**src/rtl/rr_pkg.sv**
```systemverilog
package rr_pkg;
  localparam int RSP_W    = 32;
  localparam int PTR_W    = 8;
  localparam int SMALL_W  = 4;
  localparam int CAD_W    = 4;
  localparam int REG_AW   = 3;
  localparam int REG_DW   = 16;
  localparam int UNSOL_B  = CAD_W;
  localparam int CAP_LSB  = 4;
  localparam int WPCLR_B  = 15;

  localparam logic [REG_AW-1:0] A_SIZE = 3'd0;
  localparam logic [REG_AW-1:0] A_CTRL = 3'd1;
  localparam logic [REG_AW-1:0] A_STAT = 3'd2;
  localparam logic [REG_AW-1:0] A_WPTR = 3'd3;
  localparam logic [REG_AW-1:0] A_THR  = 3'd4;

  typedef enum logic [1:0] {
    LEN_2   = 2'd0,
    LEN_16  = 2'd1,
    LEN_256 = 2'd2
  } ring_len_e;

  function automatic logic [PTR_W-1:0] len_mask(input logic [1:0] sel);
    case (sel)
      LEN_2:   len_mask = PTR_W'(1);
      LEN_16:  len_mask = PTR_W'((1 << SMALL_W) - 1);
      default: len_mask = {PTR_W{1'b1}};
    endcase
  endfunction
endpackage

```
**src/rtl/rr_wptr.sv**
```systemverilog
module rr_wptr
  import rr_pkg::*;
(
  input  logic             clk,
  input  logic             rst_n,
  input  logic [1:0]       len_sel,
  input  logic             clr,
  input  logic             adv,
  input  logic [PTR_W-1:0] rd_ptr,
  output logic [PTR_W-1:0] wp,
  output logic [PTR_W-1:0] slot,
  output logic             full
);
  logic [PTR_W-1:0] wp_q, wp_d, mask;

  always_comb begin
    mask = len_mask(len_sel);
    slot = (wp_q + PTR_W'(1)) & mask;
    full = (slot == (rd_ptr & mask));
    wp   = wp_q & mask;
    wp_d = wp_q;
    if (clr)      wp_d = '0;
    else if (adv) wp_d = slot;
  end

  always_ff @(posedge clk or negedge rst_n)
    if (!rst_n) wp_q <= '0;
    else        wp_q <= wp_d;

  p_wp_step_r2: assert property (@(posedge clk) disable iff (!rst_n)
    (adv && !clr) |=> (wp_q == $past(slot)));
  p_no_overwrite_r7: assert property (@(posedge clk) disable iff (!rst_n)
    adv |-> (slot != (rd_ptr & mask)));
  p_wp_clear_r4: assert property (@(posedge clk) disable iff (!rst_n)
    clr |=> (wp_q == '0));
endmodule

```
**src/rtl/rr_coalesce.sv**
```systemverilog
module rr_coalesce
  import rr_pkg::*;
(
  input  logic             clk,
  input  logic             rst_n,
  input  logic             en,
  input  logic             hit,
  input  logic [PTR_W-1:0] thr,
  output logic             tick
);
  logic [PTR_W-1:0] cnt_q, cnt_d;
  logic [PTR_W:0]   cnt_inc;

  always_comb begin
    cnt_inc = {1'b0, cnt_q} + (PTR_W+1)'(1);
    tick    = hit && (cnt_inc == {1'b0, thr});
    cnt_d   = cnt_q;
    if (!en)       cnt_d = '0;
    else if (tick) cnt_d = '0;
    else if (hit)  cnt_d = cnt_inc[PTR_W-1:0];
  end

  always_ff @(posedge clk or negedge rst_n)
    if (!rst_n) cnt_q <= '0;
    else        cnt_q <= cnt_d;

  p_cnt_clr_r5: assert property (@(posedge clk) disable iff (!rst_n)
    !en |=> (cnt_q == '0));
  p_tick_restart_r6: assert property (@(posedge clk) disable iff (!rst_n)
    (tick && en) |=> (cnt_q == '0));
endmodule

```
**src/rtl/resp_ring_writer.sv**
```systemverilog
module resp_ring_writer
  import rr_pkg::*;
(
  input  logic              clk,
  input  logic              rst_n,
  input  logic              rsp_valid,
  output logic              rsp_ready,
  input  logic [RSP_W-1:0]  rsp_data,
  input  logic [CAD_W-1:0]  rsp_codec,
  input  logic              rsp_unsol,
  input  logic [PTR_W-1:0]  sw_rd_ptr,
  output logic              mem_we,
  output logic [PTR_W-1:0]  mem_addr,
  output logic [RSP_W-1:0]  mem_resp,
  output logic [RSP_W-1:0]  mem_flags,
  input  logic              reg_we,
  input  logic [REG_AW-1:0] reg_addr,
  input  logic [REG_DW-1:0] reg_wdata,
  output logic [REG_DW-1:0] reg_rdata,
  output logic              irq
);
  localparam logic [2:0] CAPS = 3'b111;

  logic [1:0]       sel_q, sel_d;
  logic             dma_q, dma_d, rie_q, rie_d, oie_q, oie_d;
  logic             sresp_q, sresp_d, sovr_q, sovr_d;
  logic [PTR_W-1:0] thr_q, thr_d;
  logic [PTR_W-1:0] wp, slot;
  logic             full, fire, store, drop, tick, wp_clr;
  logic             wr_size, wr_ctrl, wr_stat, wr_thr;

  assign rsp_ready = dma_q;
  assign fire      = rsp_valid && dma_q;
  assign store     = fire && !full;
  assign drop      = fire && full;
  assign wr_size   = reg_we && (reg_addr == A_SIZE);
  assign wr_ctrl   = reg_we && (reg_addr == A_CTRL);
  assign wr_stat   = reg_we && (reg_addr == A_STAT);
  assign wr_thr    = reg_we && (reg_addr == A_THR);
  assign wp_clr    = reg_we && (reg_addr == A_WPTR) && reg_wdata[WPCLR_B];

  rr_wptr u_wptr (
    .clk(clk), .rst_n(rst_n), .len_sel(sel_q), .clr(wp_clr), .adv(store),
    .rd_ptr(sw_rd_ptr), .wp(wp), .slot(slot), .full(full)
  );

  rr_coalesce u_coal (
    .clk(clk), .rst_n(rst_n), .en(dma_q), .hit(store), .thr(thr_q), .tick(tick)
  );

  always_comb begin
    mem_we    = store;
    mem_addr  = slot;
    mem_resp  = rsp_data;
    mem_flags = '0;
    mem_flags[CAD_W-1:0] = rsp_codec;
    mem_flags[UNSOL_B]   = rsp_unsol;
  end

  always_comb begin
    sel_d   = wr_size ? reg_wdata[1:0] : sel_q;
    dma_d   = wr_ctrl ? reg_wdata[0]   : dma_q;
    rie_d   = wr_ctrl ? reg_wdata[1]   : rie_q;
    oie_d   = wr_ctrl ? reg_wdata[2]   : oie_q;
    thr_d   = wr_thr  ? reg_wdata[PTR_W-1:0] : thr_q;
    sresp_d = (sresp_q && !(wr_stat && reg_wdata[0])) || tick;
    sovr_d  = (sovr_q  && !(wr_stat && reg_wdata[2])) || drop;
  end

  always_ff @(posedge clk or negedge rst_n)
    if (!rst_n) begin
      sel_q <= LEN_2; dma_q <= 1'b0; rie_q <= 1'b0; oie_q <= 1'b0;
      thr_q <= '0; sresp_q <= 1'b0; sovr_q <= 1'b0;
    end else begin
      sel_q <= sel_d; dma_q <= dma_d; rie_q <= rie_d; oie_q <= oie_d;
      thr_q <= thr_d; sresp_q <= sresp_d; sovr_q <= sovr_d;
    end

  always_comb begin
    reg_rdata = '0;
    case (reg_addr)
      A_SIZE: begin
        reg_rdata[1:0]             = sel_q;
        reg_rdata[CAP_LSB+2:CAP_LSB] = CAPS;
      end
      A_CTRL: reg_rdata[2:0] = {oie_q, rie_q, dma_q};
      A_STAT: begin
        reg_rdata[0] = sresp_q;
        reg_rdata[2] = sovr_q;
      end
      A_WPTR: reg_rdata[PTR_W-1:0] = wp;
      A_THR:  reg_rdata[PTR_W-1:0] = thr_q;
      default: reg_rdata = '0;
    endcase
  end

  assign irq = (sresp_q && rie_q) || (sovr_q && oie_q);

  p_dma_gate_r5: assert property (@(posedge clk) disable iff (!rst_n)
    !dma_q |-> !mem_we);
  p_ovr_set_r7: assert property (@(posedge clk) disable iff (!rst_n)
    drop |=> sovr_q);
  p_flag_set_r6: assert property (@(posedge clk) disable iff (!rst_n)
    tick |=> sresp_q);
  p_w1c_r8: assert property (@(posedge clk) disable iff (!rst_n)
    (wr_stat && reg_wdata[0] && !tick) |=> !sresp_q);
  p_irq_quiet_r9: assert property (@(posedge clk) disable iff (!rst_n)
    (!rie_q && !oie_q) |-> !irq);
endmodule

```
**config.mk**
```make
export PLATFORM = sky130hd
export DESIGN_NAME = resp_ring_writer
export DESIGN_NICKNAME = d
export VERILOG_FILES = /design/src/rtl/rr_pkg.sv /design/src/rtl/rr_wptr.sv /design/src/rtl/rr_coalesce.sv /design/src/rtl/resp_ring_writer.sv
export SDC_FILE = /design/constraint.sdc
export NUM_CORES = 1
export LEC_CHECK = 0
export BUFFER_PORTS_ARGS = -buffer_cell sky130_fd_sc_hd__buf_2
export CAP_MARGIN = 20
export CORE_ASPECT_RATIO = 2
export CORE_MARGIN = 3
export CORE_UTILIZATION = 42
export DETAILED_ROUTE_END_ITERATION = 10
export PLACE_DENSITY = 0.82
export SETUP_SLACK_MARGIN = 0.2
export SYNTH_ARGS = -nofsm -noshare
export SYNTH_HDL_FRONTEND = slang
export SYNTH_SLANG_ARGS = --single-unit
export TNS_END_PERCENT = 1
```
**constraint.sdc**
```tcl
create_clock -name clk -period 2.1 [get_ports clk]
set_input_delay 0.105 -clock clk [delete_from_list [all_inputs] [get_ports clk]]
set_output_delay 0.105 -clock clk [all_outputs]
set_load 0.02 [all_outputs]
```
# Word level (Yosys, flattened, before mapping)
# Index checks and enable logic that the tools add are counted.
# totals
inputBits	68
wordCells	59
register_bits	31
# classes
addsub	2
n_mux	12
eq_ne	8
n_reduce_logical	25
n_bitwise	3
# ops
op	n
$mux W8	5
$and A8 B8 Y8	3
$logic_and A1 B1 Y1	16
$pmux W8 S2	1
$add A8 B1 Y9 const B	1
$eq A9 B8 Y1	1
$pmux W3 S3	1
$add A8 B1 Y8 const B	1
$eq A8 B8 Y1	1
$pmux W1 S4	2
$eq A3 B2 Y1 const B	2
$pmux W1 S5	1
$pmux W1 S2	2
$eq A3 B1 Y1 const B	1
$eq A3 B3 Y1 const B	1
$logic_not A1 Y1	3
$logic_not A3 Y1	1
$logic_or A1 B1 Y1	3
$ne A3 B1 Y1 const B	1
$eq A2 B1 Y1 const B	1
$logic_not A2 Y1	1
$reduce_bool A2 Y1	1

# Depth between registers and ports, before layout
# Gate-level depths: netlist (run 1).
# depth
ltp_word	9
ltp_mapped	8
ltp_nobuf	7

# Hierarchy
# Synthesis (run 1) repeated with hierarchy kept, for this count alone.
# hier_totals
cells_unflattened	314
hier_area_um2	2889.0
# by_module_without_submodules
module	instances	cells_per_inst	area_per_inst_um2
resp_ring_writer	1	146	1417.6
rr_wptr	1	95	813.3
rr_coalesce	1	73	658.1

# Least setup slack after synthesis (run 1)
# No wires, ideal clock.
# synth_path
path_type	register -> register
start	reg u_wptr.wp_q[0]
end	reg u_coal.cnt_q[0]
arrival_time_ns	2.046
period_less_slack_ns	2.170
n_path_buf	1
path_stages_with_launch	9
setup_ns	0.125
required_ns	1.975
path_slack_ns	-0.070
cell_sequence	dfrtp_1 -> ha_1 -> nand3_2 -> xor2_2 -> mux2i_1 -> a2111oi_4 -> a21oi_2 -> buf_6 -> mux2i_1
# synth_via
elab_chain_len	8
# synth_rtl
element	line_no	rtl
from (decl)	rr_wptr.sv:14	logic [PTR_W-1:0] wp_q, wp_d, mask;
from (signal assigned)	rr_wptr.sv:28	else wp_q <= wp_d;
$add A8 B1 Y8 (*)	rr_wptr.sv:18	slot = (wp_q + PTR_W'(1)) & mask;
$and A8 B8 Y8 (*)	rr_wptr.sv:18	
$eq A8 B8 Y1 (*)	rr_wptr.sv:19	full = (slot == (rd_ptr & mask));
$logic_not A1 Y1 (*)	resp_ring_writer.sv:34	assign store = fire && !full;
$logic_and A1 B1 Y1 (*)	resp_ring_writer.sv:34	
net mem_we	resp_ring_writer.sv:12	output logic mem_we,
$logic_and A1 B1 Y1	rr_coalesce.sv:16	tick = hit && (cnt_inc == {1'b0, thr});
$mux W8	rr_coalesce.sv:19	else if (tick) cnt_d = '0;
$mux W8	rr_coalesce.sv:18	if (!en) cnt_d = '0;
to (signal assigned)	rr_coalesce.sv:25	else cnt_q <= cnt_d;
to (decl)	rr_coalesce.sv:11	logic [PTR_W-1:0] cnt_q, cnt_d;
# The timed path passes the listed nets; every way through them passes the cells marked *.
# A chain may end at the register's enable or synchronous reset.

# Worst setup path after layout (run 1)
# layout_path
start	reg u_wptr.wp_q[0]
end	out mem_we
# layout_via
elab_chain_len	5
# layout_rtl
element	line_no
$add A8 B1 Y8	rr_wptr.sv:18
$and A8 B8 Y8	rr_wptr.sv:18
$eq A8 B8 Y1	rr_wptr.sv:19
$logic_not A1 Y1	resp_ring_writer.sv:34
$logic_and A1 B1 Y1	resp_ring_writer.sv:34
to (decl)	resp_ring_writer.sv:12
# No other way between the ends.

==> results of run 1 <==
==> power by group <==
| group | internal (mW) | total (mW) | switching [mW] | leakage [nW] |
|---|---|---|---|---|
| sequential | 0.715 | 0.859 | 0.143 | 0.399 |
| combinational | 0.710 | 1.51 | 0.805 | 1.05 |
| clock | 0.589 | 0.857 | 0.268 | 0.0868 |
| total | 2.01 | 3.23 | 1.22 | 1.53 |
==> area by class of cell <==
cell class,instances,area share (%)
Tap cell,90,3.22
Timing Repair Buffer,85,16.6
Clock inverter,2,1.00
Sequential cell,31,22.2
Clock buffer,6,3.97
Inverter,7,0.750
Multi-Input combinational cell,248,52.2
==> synth_stat cells (3+ instances only) <==
cell type / number / area share (%)
nand2_1: 33 / 4.1
nand3_1: 12 / 2.0
nand2b_1: 7 / 1.5
buf_4: 74 / 18
xor2_1: 3 / 0.87
and3_1: 6 / 1.2
nor4b_1: 4 / 1.2
dfrtp_1: 31 / 26
a32oi_1: 4 / 1.2
nor3_1: 9 / 1.5
xnor2_1: 13 / 3.8
inv_1: 7 / 0.87
buf_2: 4 / 0.66
o21ai_0: 5 / 0.83
clkbuf_1: 10 / 1.2
o31ai_1: 4 / 1.0
nor2b_1: 3 / 0.62
mux2_2: 13 / 4.9
buf_6: 3 / 1.1
a21oi_1: 5 / 0.83
nor2_1: 11 / 1.4
nand3b_1: 3 / 0.75
and2_1: 4 / 0.83
mux2i_1: 10 / 3.3
o211ai_1: 7 / 1.7
a22o_1: 4 / 1.2
nand4_1: 10 / 2.1
==> worst max-delay path by stage <==
stage | to | depth (start not counted)
2_1_floorplan | u_wptr.wp_q[0] | 8
3_3_place_gp | u_coal.cnt_q[6] | 9
6_report | mem_we | 8
3_5_place_dp | u_coal.cnt_q[6] | 9
5_1_grt | mem_we | 8
4_1_cts | mem_we | 8
==> state kept, by name (all words and copies together), names as in the netlist <==
name and count:
rsp_ready 1, thr_q 8, rie_q 1, oie_q 1
sovr_q 1, u_coal.cnt_q 8, sel_q 2, u_wptr.wp_q 8
sresp_q 1
==> critical path: stages (launching register included) <==
cell and delay [ns]:
dfrtp_2 0.46, ha_4 0.27, xor2_2 0.14, a21oi_2 0.14, a21oi_2 0.10, a2111oi_4 0.44, a21oi_2 0.16, buf_6 0.15
buf_6 0.12
==> through the flow <==
step	power (mW)	hold WS (ns)	util (%)	TNS [ns]
CTS	3.17	0.0528	49.3	-1.28
finish	3.23	0.0538	50.5	-1.64
detailed placement	2.18	0.209	45.3	-1.01
global route	3.38	0.0667	50.5	-2.87
global placement	2.14	0.191	45.3	-0.312
floorplan	1.82	-0.191	-	-0.00744
==> layer usage <==
metal / routed length, um / global-route usage, % / vias up / part of all wire, %
li1: - / - / 1176 / -
met1: 2650 / 19.6 / 1258 / 33
met2: 4400 / 35.1 / 144 / 55
met3: 466 / 2.77 / 46 / 5.8
met4: 490 / 14.8 / 0 / 6.1
met5: 0 / 0 / - / 0
==> logic make-up (layout without fill, tap and decap cells) <==
family | count (synthesis) | count (layout) | synth area share (%)
AO/OA/AOI/OAI | 52 | 52 | 14.4
XOR/XNOR | 20 | 20 | 7.31
other | 1 | 35 | 0.124
adder cells (fa/ha/maj) | 2 | 2 | 0.830
flip-flops | 31 | 31 | 25.7
buffers and inverters | 99 | 100 | 22.5
multiplexers | 24 | 24 | 8.92
AND/OR/NAND/NOR | 115 | 115 | 20.3
==> timing repair <==
action / 4_1_cts / 5_1_grt
setup endpoints to repair: 20 / 23
pin swaps: 7 / 5
gates resized for setup: 16 / 15
endpoints found under the hold margin: 31 / 0
hold buffers: 1 / 0
setup buffers: 4 / 0
==> flow_summary_export.csv, run 1 <==
group,metric,value,unit
detailed_routing,drt-vias-per-instance,5.59,
synthesis,synth.distinct_cells,61,
layout,drive_gt1_share,36.9,%
timing,setup_violations,18,
critical_path,r2r_end,"u_coal.cnt_q[1]",
clock_tree,htree_levels,2,
detailed_routing,vias,2624,
clock_tree,cts_buffers,5,
critical_path,end_kind,"primary output",
die,die_area,0.00829,sq mm
detailed_routing,dr.pass1.iters,4,
clock_tree,tritoncts,"built",
synthesis,yosysSeqAreaShare,25.7,%
global_route,grt.overflow.total,0,
synthesis,mappedNetlistArea,0.00301,sq mm
critical_path,r2r_slack,-0.16,ns
layout,regArea,778,sq um
critical_path,path_max_fanout,5,
min_path,holdPathStages,2,
timing,finalMaxSlewViolations,0,
layout,fillers,626,
timing,fmaxAchievable,422,MHz
clock_tree,clock_latency,0.28,ns
die,die_y,126,um
placed_design,post_dp_cell_area,0.00315,sq mm
die,ioPinCount,159,
detailed_routing,ant_nets,0,
detailed_routing,finalWirelength,8000,um
timing,fin_worst_skew,0.00860,ns
power_and_ir_drop,cellPowerDensity,922,mW/mm^2
die,core,0.00694,sq mm
synthesis,synthCells,344,
layout,nets,448,
synthesis,synth_warnings,0,
critical_path,required,2.00,ns
placed_design,post-place-ws,-0.100,ns
global_route,grt_pass1_vias,2580,
run,maxCapViolCount,0,
synthesis,async_flop_share,100,%
placed_design,port_buffers,42,
die,dieWidth,65.9,um
layout,multi_input_area,0.00183,sq mm
run_status,violations,"setup timing",
power_and_ir_drop,vdd_drop_max,0.531,mV
power_and_ir_drop,p_leak,1.53,nW
min_path,hold_start,"reg_wdata[7]",
timing,slew-limit-headroom,51.0,%
timing,finalCritPeriodShare,113,%
clock_tree,clkSlewWorstSetupHoldPaths,0.06,ns
critical_path,arrival,2.26,ns
layout,syn_to_final_growth,16.2,%
detailed_routing,route.detailed.drc,0,
timing,finalHoldViolCount,0,
global_route,antenna_found_initial,0,
synthesis,synth_ff_type,"dfrtp_1",
synthesis,synth_edf_count,0,
placed_design,placed_cells,456,
global_route,grt_pass1_wl,12600,um
min_path,whs_endpoint,"thr_q[7]",
run_status,status,"finished, violations left",
synthesis,ys_ff_latch,31,
critical_path,cp-startpoint,"u_wptr.wp_q[0]",
layout,fin_area,0.00350,sq mm
die,initial_core_util,43.4,%
timing,fin_ws,-0.267,ns
synthesis,syn_area_per_cell,8.76,sq um
placed_design,dpl.hpwl,6050,um
clock_tree,cts_root_buf,"clkbuf_16",
global_route,grt_max_degree,32,
layout,n_antenna_cell,0,
layout,final_cell_mix,"buf_2, buf_4, conb_1",
critical_path,critPathLaunchType,"register",
timing,rsz0062_at_grt,"yes",
clock_tree,cts_sinks,31,
detailed_routing,routedWlPerCell,17.1,um
critical_path,reg2reg_depth,9,
timing,period_needed,2.37,ns
critical_path,worstSetupPathType,"reg -> out",
clock_tree,clockBufferDepth,2,
min_path,hp-class,"in -> reg",
detailed_routing,drtIter0Drc,160,
critical_path,r2r-start,"u_wptr.wp_q[0]",
placed_design,globalplace.congestion,1.00,
layout,finalNonFillerCells,469,
die,rows,43,
global_route,track_usage,19.7,%
timing,tightest_slew,0.734,ns
(Power assumes the default switching activity.)
==> inputs of run 2 (changes only) <==
--- a/config.mk
+++ b/config.mk
@@ -7,11 +7,13 @@
 export LEC_CHECK = 0
 export BUFFER_PORTS_ARGS = -buffer_cell sky130_fd_sc_hd__buf_2
 export CAP_MARGIN = 20
+export CELL_PAD_IN_SITES_DETAIL_PLACEMENT = 0
+export CELL_PAD_IN_SITES_GLOBAL_PLACEMENT = 2
 export CORE_ASPECT_RATIO = 2
 export CORE_MARGIN = 3
-export CORE_UTILIZATION = 42
+export CORE_UTILIZATION = 23
 export DETAILED_ROUTE_END_ITERATION = 10
-export PLACE_DENSITY = 0.82
+export PLACE_DENSITY = 0.83
 export SETUP_SLACK_MARGIN = 0.2
 export SYNTH_ARGS = -nofsm -noshare
 export SYNTH_HDL_FRONTEND = slang
==> run 2 against run 1 <==
Effect of this change: the flow still finishes with violations (setup timing); clock power is 2% higher; final area is 4.5% higher; largest cell class unchanged; die area up 76%; critical endpoint unchanged; non-clock buffer count rose by 13; maximum frequency up 0.83%; routed wire length up 14%; via count down 2.3%.
==> flow_summary_export.csv, run 2 (same netlist as run 1, synthesis figures left out) <==
group,metric,value,unit
detailed_routing,dr.pass1.iters,4,
critical_path,r2r_end,"u_coal.cnt_q[1]",
layout,fin_util,28.8,%
layout,nets,461,
detailed_routing,routedWlPerCell,16.8,um
clock_tree,cts_sinks,31,
layout,final_common_cell,"buf_4",
min_path,whs_endpoint,"thr_q[4]",
timing,fmaxAchievable,426,MHz
clock_tree,clock_latency,0.29,ns
layout,fillers,1331,
global_route,grt_max_degree,32,
clock_tree,clockBufferDepth,2,
detailed_routing,vias,2563,
power_and_ir_drop,vdd_drop_max,0.493,mV
global_route,grt.overflow.total,0,
timing,slew-limit-headroom,50.7,%
clock_tree,clkSlewWorstSetupHoldPaths,0.05,ns
detailed_routing,finalWirelength,9110,um
detailed_routing,route.detailed.drc,0,
critical_path,required,2.00,ns
timing,period_needed,2.35,ns
die,die_y,168,um
timing,fin_worst_skew,0.00757,ns
timing,finalHoldViolCount,0,
layout,final_cell_mix,"buf_4, buf_2, conb_1",
min_path,hold_start,"reg_wdata[4]",
placed_design,placed_cells,527,
critical_path,critPathLaunchType,"register",
die,core,0.0127,sq mm
timing,rsz0062_at_grt,"yes",
layout,drive_gt1_share,38.0,%
clock_tree,cts_root_buf,"clkbuf_16",
critical_path,path_max_fanout,5,
placed_design,globalplace.congestion,0.916,
die,rows,58,
min_path,hp-class,"in -> reg",
timing,setup_violations,16,
die,ioPinCount,159,
placed_design,port_buffers,42,
detailed_routing,drtIter0Drc,114,
timing,setup-tns-final,-1.43,ns
layout,syn_to_final_growth,21.4,%
timing,tightest_slew,0.740,ns
critical_path,end_kind,"primary output",
global_route,track_usage,12.8,%
detailed_routing,ant_nets,0,
global_route,grt_pass1_wl,14100,um
layout,n_antenna_cell,0,
critical_path,r2r-start,"u_wptr.wp_q[0]",
critical_path,r2r_slack,-0.15,ns
critical_path,reg2reg_depth,9,
min_path,holdPathStages,2,
die,initial_core_util,23.7,%
critical_path,worstSetupPathType,"reg -> out",
die,dieWidth,86.9,um
global_route,antenna_found_initial,1,
detailed_routing,drt-vias-per-instance,4.73,
run,maxCapViolCount,0,
layout,finalNonFillerCells,542,
run_status,violations,"setup timing",
clock_tree,cts_buffers,5,
timing,fin_ws,-0.247,ns
critical_path,arrival,2.24,ns
clock_tree,tritoncts,"built",
power_and_ir_drop,cellPowerDensity,879,mW/mm^2
placed_design,post-place-ws,-0.283,ns
clock_tree,htree_levels,2,
power_and_ir_drop,p_leak,1.60,nW
run_status,status,"finished, violations left",
layout,reg.largest.list,"thr_q x8, u_coal.cnt_q x8, u_wptr.wp_q x8",
timing,finalMaxSlewViolations,0,
global_route,grt_pass1_vias,2648,
timing,finalCritPeriodShare,112,%
die,die_area,0.0146,sq mm
placed_design,dpl.hpwl,7350,um
## run 2: changes by cell type in the layout (fill, tap and decap cells not counted), moves of 2 or more
cell / before / now
xor2_2: 2 / 0
mux2i_2: 2 / 0
buf_6: 4 / 7
xnor2_2: 0 / 2
buf_4: 39 / 49
## run 2: power by group
| part | switching, mW | internal, mW | leakage, nW |
|---|---|---|---|
| logic | 0.784 | 0.710 | 1.11 |
| registers | 0.135 | 0.714 | 0.398 |
| clock network | 0.285 | 0.590 | 0.0868 |
## run 2: worst max-delay path by stage
stage,startpoint,end,slack [ns],cells after the start
after floorplan,u_wptr.wp_q[0],u_wptr.wp_q[0],-0.002,8
after CTS,u_wptr.wp_q[0],mem_we,-0.30,8
final,u_wptr.wp_q[0],mem_we,-0.25,8
after global routing,u_wptr.wp_q[0],mem_we,-0.32,8
after global placement,u_wptr.wp_q[3],u_wptr.wp_q[0],-0.24,8
after detailed placement,u_wptr.wp_q[3],u_wptr.wp_q[0],-0.28,8
## run 2: metal layers
metal  wire length [um]  track usage, %  part of all wire (%)
met3                536            2.25                   5.9
met5                 13               0                  0.14
met4                665            11.1                   7.3
met1               2730            10.6                    30
met2               5160            24.2                    57
## run 2: area by class of cell
| type | count | area, sq um | area share, % |
|---|---|---|---|
| Clock buffer | 6 | 139 | 3.80 |
| Clock inverter | 2 | 35.0 | 0.958 |
| Inverter | 7 | 26.3 | 0.718 |
| Multi-Input combinational cell | 248 | 1810 | 49.4 |
| Sequential cell | 31 | 778 | 21.3 |
| Tap cell | 150 | 188 | 5.13 |
| Timing Repair Buffer | 98 | 687 | 18.8 |
## run 2: what timing repair did
item / 4_1_cts / 5_1_grt
endpoints found under the setup margin: 22 / 22
hold buffers: 1 / 0
setup buffers: 5 / 1
hold endpoints to repair: 31 / 0
resized for setup: 23 / 8
pin swaps: 7 / 6
## run 2: through the flow
| stage | hold slack (ns) | power [mW] | instance area [sq um] |
|---|---|---|---|
| finish | 0.0455 | 3.22 | 3660 |
| global route | 0.0511 | 3.39 | 3660 |
| detailed placement | 0.204 | 2.22 | 3290 |
| CTS | 0.0449 | 3.17 | 3610 |
| global placement | 0.199 | 2.20 | 3290 |
| floorplan | -0.191 | 1.82 | 3160 |
## run 2: critical path, cell delays in order (launching register included)
cell and delay (ns):
dfrtp_2 0.45, ha_4 0.21, xnor2_2 0.16, o31ai_2 0.08, a41o_1 0.25, a2111oi_4 0.37
a21oi_2 0.16, buf_12 0.16, buf_8 0.12
